### config.mk
export PLATFORM = sky130hd
export DESIGN_NAME = sdram_cmd_tracker
export DESIGN_NICKNAME = d
export VERILOG_FILES = /design/src/rtl/sdc_pkg.sv /design/src/rtl/sdc_decode.sv /design/src/rtl/sdc_bank.sv /design/src/rtl/sdram_cmd_tracker.sv
export SDC_FILE = /design/constraint.sdc
export NUM_CORES = 1
export LEC_CHECK = 0
export CAP_MARGIN = 20
export CORE_MARGIN = 8
export CORE_UTILIZATION = 35
export CTS_CLUSTER_DIAMETER = 60
export CTS_CLUSTER_SIZE = 20
export DETAILED_ROUTE_END_ITERATION = 10
export PLACE_DENSITY = 0.55
export SLEW_MARGIN = 20
export SYNTH_ARGS = -nofsm -noshare
export SYNTH_HDL_FRONTEND = slang
export SYNTH_SLANG_ARGS = --single-unit
### constraint.sdc
create_clock -name clk -period 5.35 [get_ports clk]
set_input_delay 1.605 -clock clk [delete_from_list [all_inputs] [get_ports clk]]
set_output_delay 1.605 -clock clk [all_outputs]
set_load 0.02 [all_outputs]
### src/rtl/sdc_pkg.sv
package sdc_pkg;
  typedef enum logic [3:0] {
    OP_NONE   = 4'd0,
    OP_ACT    = 4'd1,
    OP_READ   = 4'd2,
    OP_WRITE  = 4'd3,
    OP_PRE    = 4'd4,
    OP_PREALL = 4'd5,
    OP_MRS    = 4'd6,
    OP_BST    = 4'd7,
    OP_AREF   = 4'd8,
    OP_SREF   = 4'd9
  } sdc_op_e;

  typedef enum logic [1:0] {
    BK_IDLE    = 2'd0,
    BK_ACTIVE  = 2'd1,
    BK_CLOSING = 2'd2
  } sdc_bank_e;
endpackage

### src/rtl/sdc_decode.sv
module sdc_decode
  import sdc_pkg::*;
(
  input  logic    en,
  input  logic    cke_now,
  input  logic    cs_n,
  input  logic    ras_n,
  input  logic    cas_n,
  input  logic    we_n,
  input  logic    a10,
  output sdc_op_e op
);
  // Pin pattern to operation; masked by chip select and a suspended clock.
  always_comb begin
    op = OP_NONE;
    if (en && !cs_n) begin
      case ({ras_n, cas_n, we_n})
        3'b011:  op = OP_ACT;
        3'b010:  op = a10 ? OP_PREALL : OP_PRE;
        3'b101:  op = OP_READ;
        3'b100:  op = OP_WRITE;
        3'b000:  op = OP_MRS;
        3'b110:  op = OP_BST;
        3'b001:  op = cke_now ? OP_AREF : OP_SREF;
        default: op = OP_NONE;
      endcase
    end
  end
endmodule

### src/rtl/sdc_bank.sv
module sdc_bank
  import sdc_pkg::*;
#(
  parameter int ROW_W = 13,
  parameter int CNT_W = 10
) (
  input  logic             clk,
  input  logic             rst_n,
  input  logic             tick,
  input  logic             act,
  input  logic             rdwr_ap,
  input  logic             pre,
  input  logic [ROW_W-1:0] row_in,
  input  logic [CNT_W-1:0] burst_len,
  output sdc_bank_e        state,
  output logic [ROW_W-1:0] row
);
  logic [CNT_W-1:0] cnt;

  always_ff @(posedge clk or negedge rst_n) begin
    if (!rst_n) begin
      state <= BK_IDLE;
      row   <= '0;
      cnt   <= '0;
    end else if (pre) begin
      state <= BK_IDLE;
      cnt   <= '0;
    end else if (act) begin
      state <= BK_ACTIVE;
      row   <= row_in;
    end else if (rdwr_ap) begin
      state <= BK_CLOSING;
      cnt   <= burst_len;
    end else if (state == BK_CLOSING && tick) begin
      if (cnt <= CNT_W'(1)) begin
        state <= BK_IDLE;
        cnt   <= '0;
      end else begin
        cnt <= cnt - 1'b1;
      end
    end
  end

  AST_ACT_FROM_IDLE: assert property (@(posedge clk) disable iff (!rst_n)
    act |-> state == BK_IDLE);
  AST_ACT_OPENS_ROW: assert property (@(posedge clk) disable iff (!rst_n)
    act |=> (state == BK_ACTIVE && row == $past(row_in)));
  AST_AP_FROM_ACTIVE: assert property (@(posedge clk) disable iff (!rst_n)
    rdwr_ap |-> state == BK_ACTIVE);
  AST_PRE_CLOSES: assert property (@(posedge clk) disable iff (!rst_n)
    pre |=> state == BK_IDLE);
  AST_SUSPEND_FREEZE: assert property (@(posedge clk) disable iff (!rst_n)
    (state == BK_CLOSING && !tick && !pre) |=> state == BK_CLOSING);
endmodule

### src/rtl/sdram_cmd_tracker.sv
module sdram_cmd_tracker
  import sdc_pkg::*;
#(
  parameter int BANKS  = 4,
  parameter int ROW_W  = 13,
  parameter int COL_W  = 9,
  parameter int ADDR_W = 13,
  parameter int AP_BIT = 10
) (
  input  logic                     clk,
  input  logic                     rst_n,
  input  logic                     cke,
  input  logic                     cs_n,
  input  logic                     ras_n,
  input  logic                     cas_n,
  input  logic                     we_n,
  input  logic [$clog2(BANKS)-1:0] ba,
  input  logic [ADDR_W-1:0]        addr,
  output logic                     cmd_valid,
  output logic [3:0]               cmd_op,
  output logic [$clog2(BANKS)-1:0] cmd_bank,
  output logic [ROW_W-1:0]         cmd_row,
  output logic [COL_W-1:0]         cmd_col,
  output logic                     cmd_ap,
  output logic                     illegal,
  output logic [BANKS-1:0]         bank_open,
  output logic [ADDR_W-1:0]        mode_op
);
  localparam int BA_W  = $clog2(BANKS);
  localparam int COLS  = 1 << COL_W;
  localparam int CNT_W = $clog2(COLS + 1);

  function automatic logic [CNT_W-1:0] burst_of(input logic [2:0] code);
    case (code)
      3'd0:    return CNT_W'(1);
      3'd1:    return CNT_W'(2);
      3'd2:    return CNT_W'(4);
      3'd3:    return CNT_W'(8);
      default: return CNT_W'(COLS);
    endcase
  endfunction

  logic             cke_q;
  sdc_op_e          op;
  sdc_bank_e        st   [BANKS];
  logic [ROW_W-1:0] rows [BANKS];
  logic             all_idle, legal, accept, reject, is_rw;

  // Clock-enable history: the previous edge decides whether this one counts.
  always_ff @(posedge clk or negedge rst_n) begin
    if (!rst_n) cke_q <= 1'b1;
    else        cke_q <= cke;
  end

  sdc_decode u_decode (
    .en(cke_q), .cke_now(cke), .cs_n(cs_n), .ras_n(ras_n),
    .cas_n(cas_n), .we_n(we_n), .a10(addr[AP_BIT]), .op(op)
  );

  always_comb begin
    for (int i = 0; i < BANKS; i++) bank_open[i] = (st[i] != BK_IDLE);
  end
  assign all_idle = (bank_open == '0);
  assign is_rw    = (op == OP_READ) || (op == OP_WRITE);

  // Legality of the decoded command against the tracked bank state.
  always_comb begin
    case (op)
      OP_ACT:                  legal = (st[ba] == BK_IDLE);
      OP_READ, OP_WRITE:       legal = (st[ba] == BK_ACTIVE);
      OP_MRS, OP_AREF, OP_SREF: legal = all_idle;
      default:                 legal = 1'b1;
    endcase
  end
  assign accept = (op != OP_NONE) && legal;
  assign reject = (op != OP_NONE) && !legal;

  for (genvar g = 0; g < BANKS; g++) begin : g_bank
    logic hit;
    assign hit = (ba == BA_W'(g));
    sdc_bank #(.ROW_W(ROW_W), .CNT_W(CNT_W)) u_bank (
      .clk(clk), .rst_n(rst_n), .tick(cke_q),
      .act(accept && op == OP_ACT && hit),
      .rdwr_ap(accept && is_rw && addr[AP_BIT] && hit),
      .pre(accept && (op == OP_PREALL || (op == OP_PRE && hit))),
      .row_in(addr[ROW_W-1:0]), .burst_len(burst_of(mode_op[2:0])),
      .state(st[g]), .row(rows[g])
    );
  end

  always_ff @(posedge clk or negedge rst_n) begin
    if (!rst_n) begin
      cmd_valid <= 1'b0;
      cmd_op    <= OP_NONE;
      cmd_bank  <= '0;
      cmd_row   <= '0;
      cmd_col   <= '0;
      cmd_ap    <= 1'b0;
      illegal   <= 1'b0;
      mode_op   <= '0;
    end else begin
      cmd_valid <= accept;
      illegal   <= reject;
      cmd_op    <= accept ? op : OP_NONE;
      cmd_bank  <= ba;
      cmd_row   <= (op == OP_ACT) ? addr[ROW_W-1:0] : rows[ba];
      cmd_col   <= is_rw ? addr[COL_W-1:0] : '0;
      cmd_ap    <= accept && is_rw && addr[AP_BIT];
      if (accept && op == OP_MRS) mode_op <= addr;
    end
  end

  AST_DESELECT_SILENT: assert property (@(posedge clk) disable iff (!rst_n)
    cs_n |=> (!cmd_valid && !illegal));
  AST_SUSPEND_SILENT: assert property (@(posedge clk) disable iff (!rst_n)
    !cke_q |=> (!cmd_valid && !illegal));
  AST_PREALL_EMPTY: assert property (@(posedge clk) disable iff (!rst_n)
    (cmd_valid && cmd_op == OP_PREALL) |-> bank_open == '0);
  AST_MRS_ALL_IDLE: assert property (@(posedge clk) disable iff (!rst_n)
    (cmd_valid && cmd_op == OP_MRS) |-> bank_open == '0);
  AST_RW_ON_OPEN: assert property (@(posedge clk) disable iff (!rst_n)
    (cmd_valid && (cmd_op == OP_READ || cmd_op == OP_WRITE)) |-> bank_open[cmd_bank]);
endmodule

==> results.json <==
{
  "drv_cap": 0,
  "grt_max_degree": 98,
  "clock_power_share": 0.327,
  "grt_antenna_before_repair": 0,
  "power_frac_seq": 0.439,
  "combPwrFrac": 0.235,
  "ys_seq_area_frac": 0.523,
  "cp.arrival_ps": 4370,
  "core_area_um2": 19500,
  "synth_commonest_cells": "144 x dfrtp_1, 40 x a21oi_1, 38 x nor2_1, 36 x mux2_1, 29 x mux2_2",
  "yosys.area_share.simple": 0.146,
  "seqCellArea_um2": 3630,
  "area_growth_pct": 22.3,
  "grt_use_total": 0.155,
  "synth_top_family_by_area": "multiplexers",
  "setup_ws_ps": 1230,
  "multi_input_area_um2": 3140,
  "die_h_um": 157,
  "vias": 5237,
  "grt_pass1_wl_mm": 29.8,
  "ios": 70,
  "met3_usage": 0.0436,
  "drtIter0Drc": 339,
  "grt_pass1_vias": 5398,
  "period_minus_slack_ps": 4120,
  "cts_hold_buf": 0,
  "syn_avg_cell_area_um2": 11.5,
  "vias_per_cell": 5.50,
  "sw_frac_of_total": 0.331,
  "worst_pin_slew_ps": 900,
  "start_util": 0.357,
  "postSynthCellCount": 604,
  "drive_above_1_share": 0.146,
  "fill_cells": 1831,
  "cts-resized-gates": 0,
  "criticalPathCategory": "in -> reg",
  "crit_slowest_cell": "a31oi_1",
  "switchingPower_mw": 1.12,
  "synth_mux_area_frac": 0.163,
  "total_leakage_power_nw": 3.66,
  "p_int_mw": 2.26,
  "ys_types": 60,
  "ys_async_sr_fraction": 1.00,
  "synth-edff-count": 0,
  "place_ws_ps": 852,
  "synth_area_leader_cell": "dfrtp_1",
  "status": "finished clean",
  "cts_made_buffers": 17,
  "clk_pin_slew_ps": 60,
  "slew_viol_final": 0,
  "clockRootBuffer": "clkbuf_16",
  "dr.pass1.iters": 5,
  "slew_headroom": 0.392,
  "final_core_util": 0.436,
  "critPathCaptureType": "flop",
  "grt-ovfl-total": 0,
  "place.gp.congestion": 0.793,
  "grt_util_met2": 0.240,
  "rsz0062_at_grt": "false",
  "synthFlopType": "dfrtp_1",
  "worstPathCellList": "clkdlybuf4s50_1, or3b_2, a31oi_1, a22oi_1, o21ai_1, o22ai_1",
  "fin_nets": 704,
  "numPortBuffers": 69,
  "die-area_um2": 24600,
  "hold_viol": 0,
  "finalSetupTns_ps": 0,
  "cts.sinks": 145,
  "wirelength_mm": 18.1,
  "h-tree-depth": 4,
  "startpoint_type": "input pin",
  "core.rowCount": 51,
  "syn_nets": 634,
  "mappedNetlistArea_um2": 6940,
  "p_per_area_nw_per_um2": 398,
  "yosysMostFrequentCell": "dfrtp_1",
  "cp_slowest_stage_delay_ps": 620,
  "dp_hpwl_mm": 12.3,
  "yosys_warnings": 0,
  "drcViolationCount": 0,
  "grt_busiest_layer": "met2",
  "cts_buffer_depth": 2,
  "insertion_delay_ps": 420,
  "hold_slack_ps": 487,
  "clock_skew_ps": 10.6,
  "antenna-diode-count": 0,
  "worst-endpoint-required_ps": 5610,
  "cts_tree": "yes",
  "finalCritPeriodShare": 0.769,
  "synth_compound_area_frac": 0.127,
  "wl_per_cell_um": 19.0,
  "dp.cells": 920,
  "setup_viol": 0,
  "post-cts-setup-buffers": 0,
  "worstPathMaxFanout": 12,
  "synth_area_leaders": "dfrtp_1 52%, mux2_1 5.8%, mux4_2 4.9%, mux2_2 4.7%, a21oi_1 2.9%",
  "synth_top_area_frac": 0.519,
  "worst_hold_path_type": "reg -> reg",
  "synth_xor_area_frac": 0.00252,
  "die_x_um": 157,
  "synth_fa_ha_area_frac": 0.0144,
  "fmax_mhz": 243,
  "ir_worst_vdd_v": 0.000283,
  "fin_cells": 952,
  "ys_seq_elements": 145,
  "ant_nets": 0,
  "grt_use_met1": 0.201
}
[final timing paths]
check / from / endpoint / slack, ps / cells past startpoint
max in group asynchronous: rst_n / g_bank[2].u_bank.cnt[2] / 3110 / 2
worst max-delay path: ras_n / g_bank[3].u_bank.cnt[1] / 1230 / 6
worst max register to register: cke_q / cmd_op[2] / 2670 / 6
worst min register to register: g_bank[2].u_bank.row[8] / g_bank[2].u_bank.row[8] / 490 / 1
worst min-delay path: g_bank[2].u_bank.row[8] / g_bank[2].u_bank.row[8] / 490 / 1
min in group asynchronous: rst_n / g_bank[1].u_bank.cnt[5] / 1290 / 1
[logic make-up (layout without fill, tap and decap cells)]
logic type	count (synthesis)	after routing
AND/OR/NAND/NOR	185	185
multiplexers	86	86
adder cells (fa/ha/maj)	8	8
XOR/XNOR	2	2
AO/OA/AOI/OAI	133	133
flip-flops	145	145
buffers and inverters	45	128
[stage by stage]
step | cell area (µm²) | total power [mW]
2_1_floorplan | 6940 | 2.00
3_3_place_gp | 7930 | 2.26
3_5_place_dp | 7930 | 2.28
4_1_cts | 8490 | 3.41
5_1_grt | 8490 | 3.58
6_report | 8490 | 3.38
[state kept, by name, summed over array words and instances (netlist names)]
| signal | flops |
|---|---|
| cmd_ap | 1 |
| cmd_bank | 2 |
| g_bank.u_bank.cnt | 40 |
| illegal | 1 |
| cke_q | 1 |
| g_bank.u_bank.state | 8 |
| g_bank.u_bank.row | 52 |
| cmd_col | 9 |
| cmd_valid | 1 |
| cmd_row | 13 |
| cmd_op | 4 |
| mode_op | 13 |
[power by group through the flow]
stage / logic, mW / registers [mW] / clock network (mW)
after floorplan: 0.537 / 1.46 / 0
after global placement: 0.776 / 1.49 / 0
after detailed placement: 0.791 / 1.49 / 0
after CTS: 0.795 / 1.48 / 1.14
after global routing: 0.884 / 1.51 / 1.18
final: 0.793 / 1.48 / 1.11
[final cells by class]
cell class                 instances  area share
inverter                          17     0.00752
sequential                       145       0.428
multi-input combinational        414       0.370
clock buffer                      19      0.0534
timing repair buffer              79      0.0904
clock inverter                    13      0.0119
tap                              265      0.0391
[metal layers]
metal	vias up	wire length, µm
met5	-	0
met2	157	8380
li1	2420	-
met1	2633	8340
met4	0	342
met3	27	1050
[critical path: cells and delay by family]
kind | cells | cell delay [ps]
AOI/OAI and AO/OA | 4 | 1630
and+or+nand+nor | 1 | 520
buffers and inverters | 1 | 610
[layout by cell type, fill, tap and decap left out, types with 5 or more instances in the layout]
cell type        instances
a21oi_1                 40
a31oi_1                  5
and2_1                  11
and3_1                   6
buf_4                   10
clkbuf_16               17
clkdlybuf4s50_1         68
dfrtp_1                144
ha_1                     8
inv_1                   17
inv_6                    5
mux2_1                  36
mux2_2                  29
mux2i_1                  6
mux4_2                  15
nand2_1                 19
nand2b_1                 5
nand3_1                 24
nand3b_1                 9
nor2_1                  38
nor2b_1                  5
nor3_1                  22
nor4_1                  10
o21ai_0                 24
o22ai_1                 10
o2bb2ai_1               13
or2_2                    6
or3_1                    7
or4_1                    5
(Power assumes the default switching activity.)
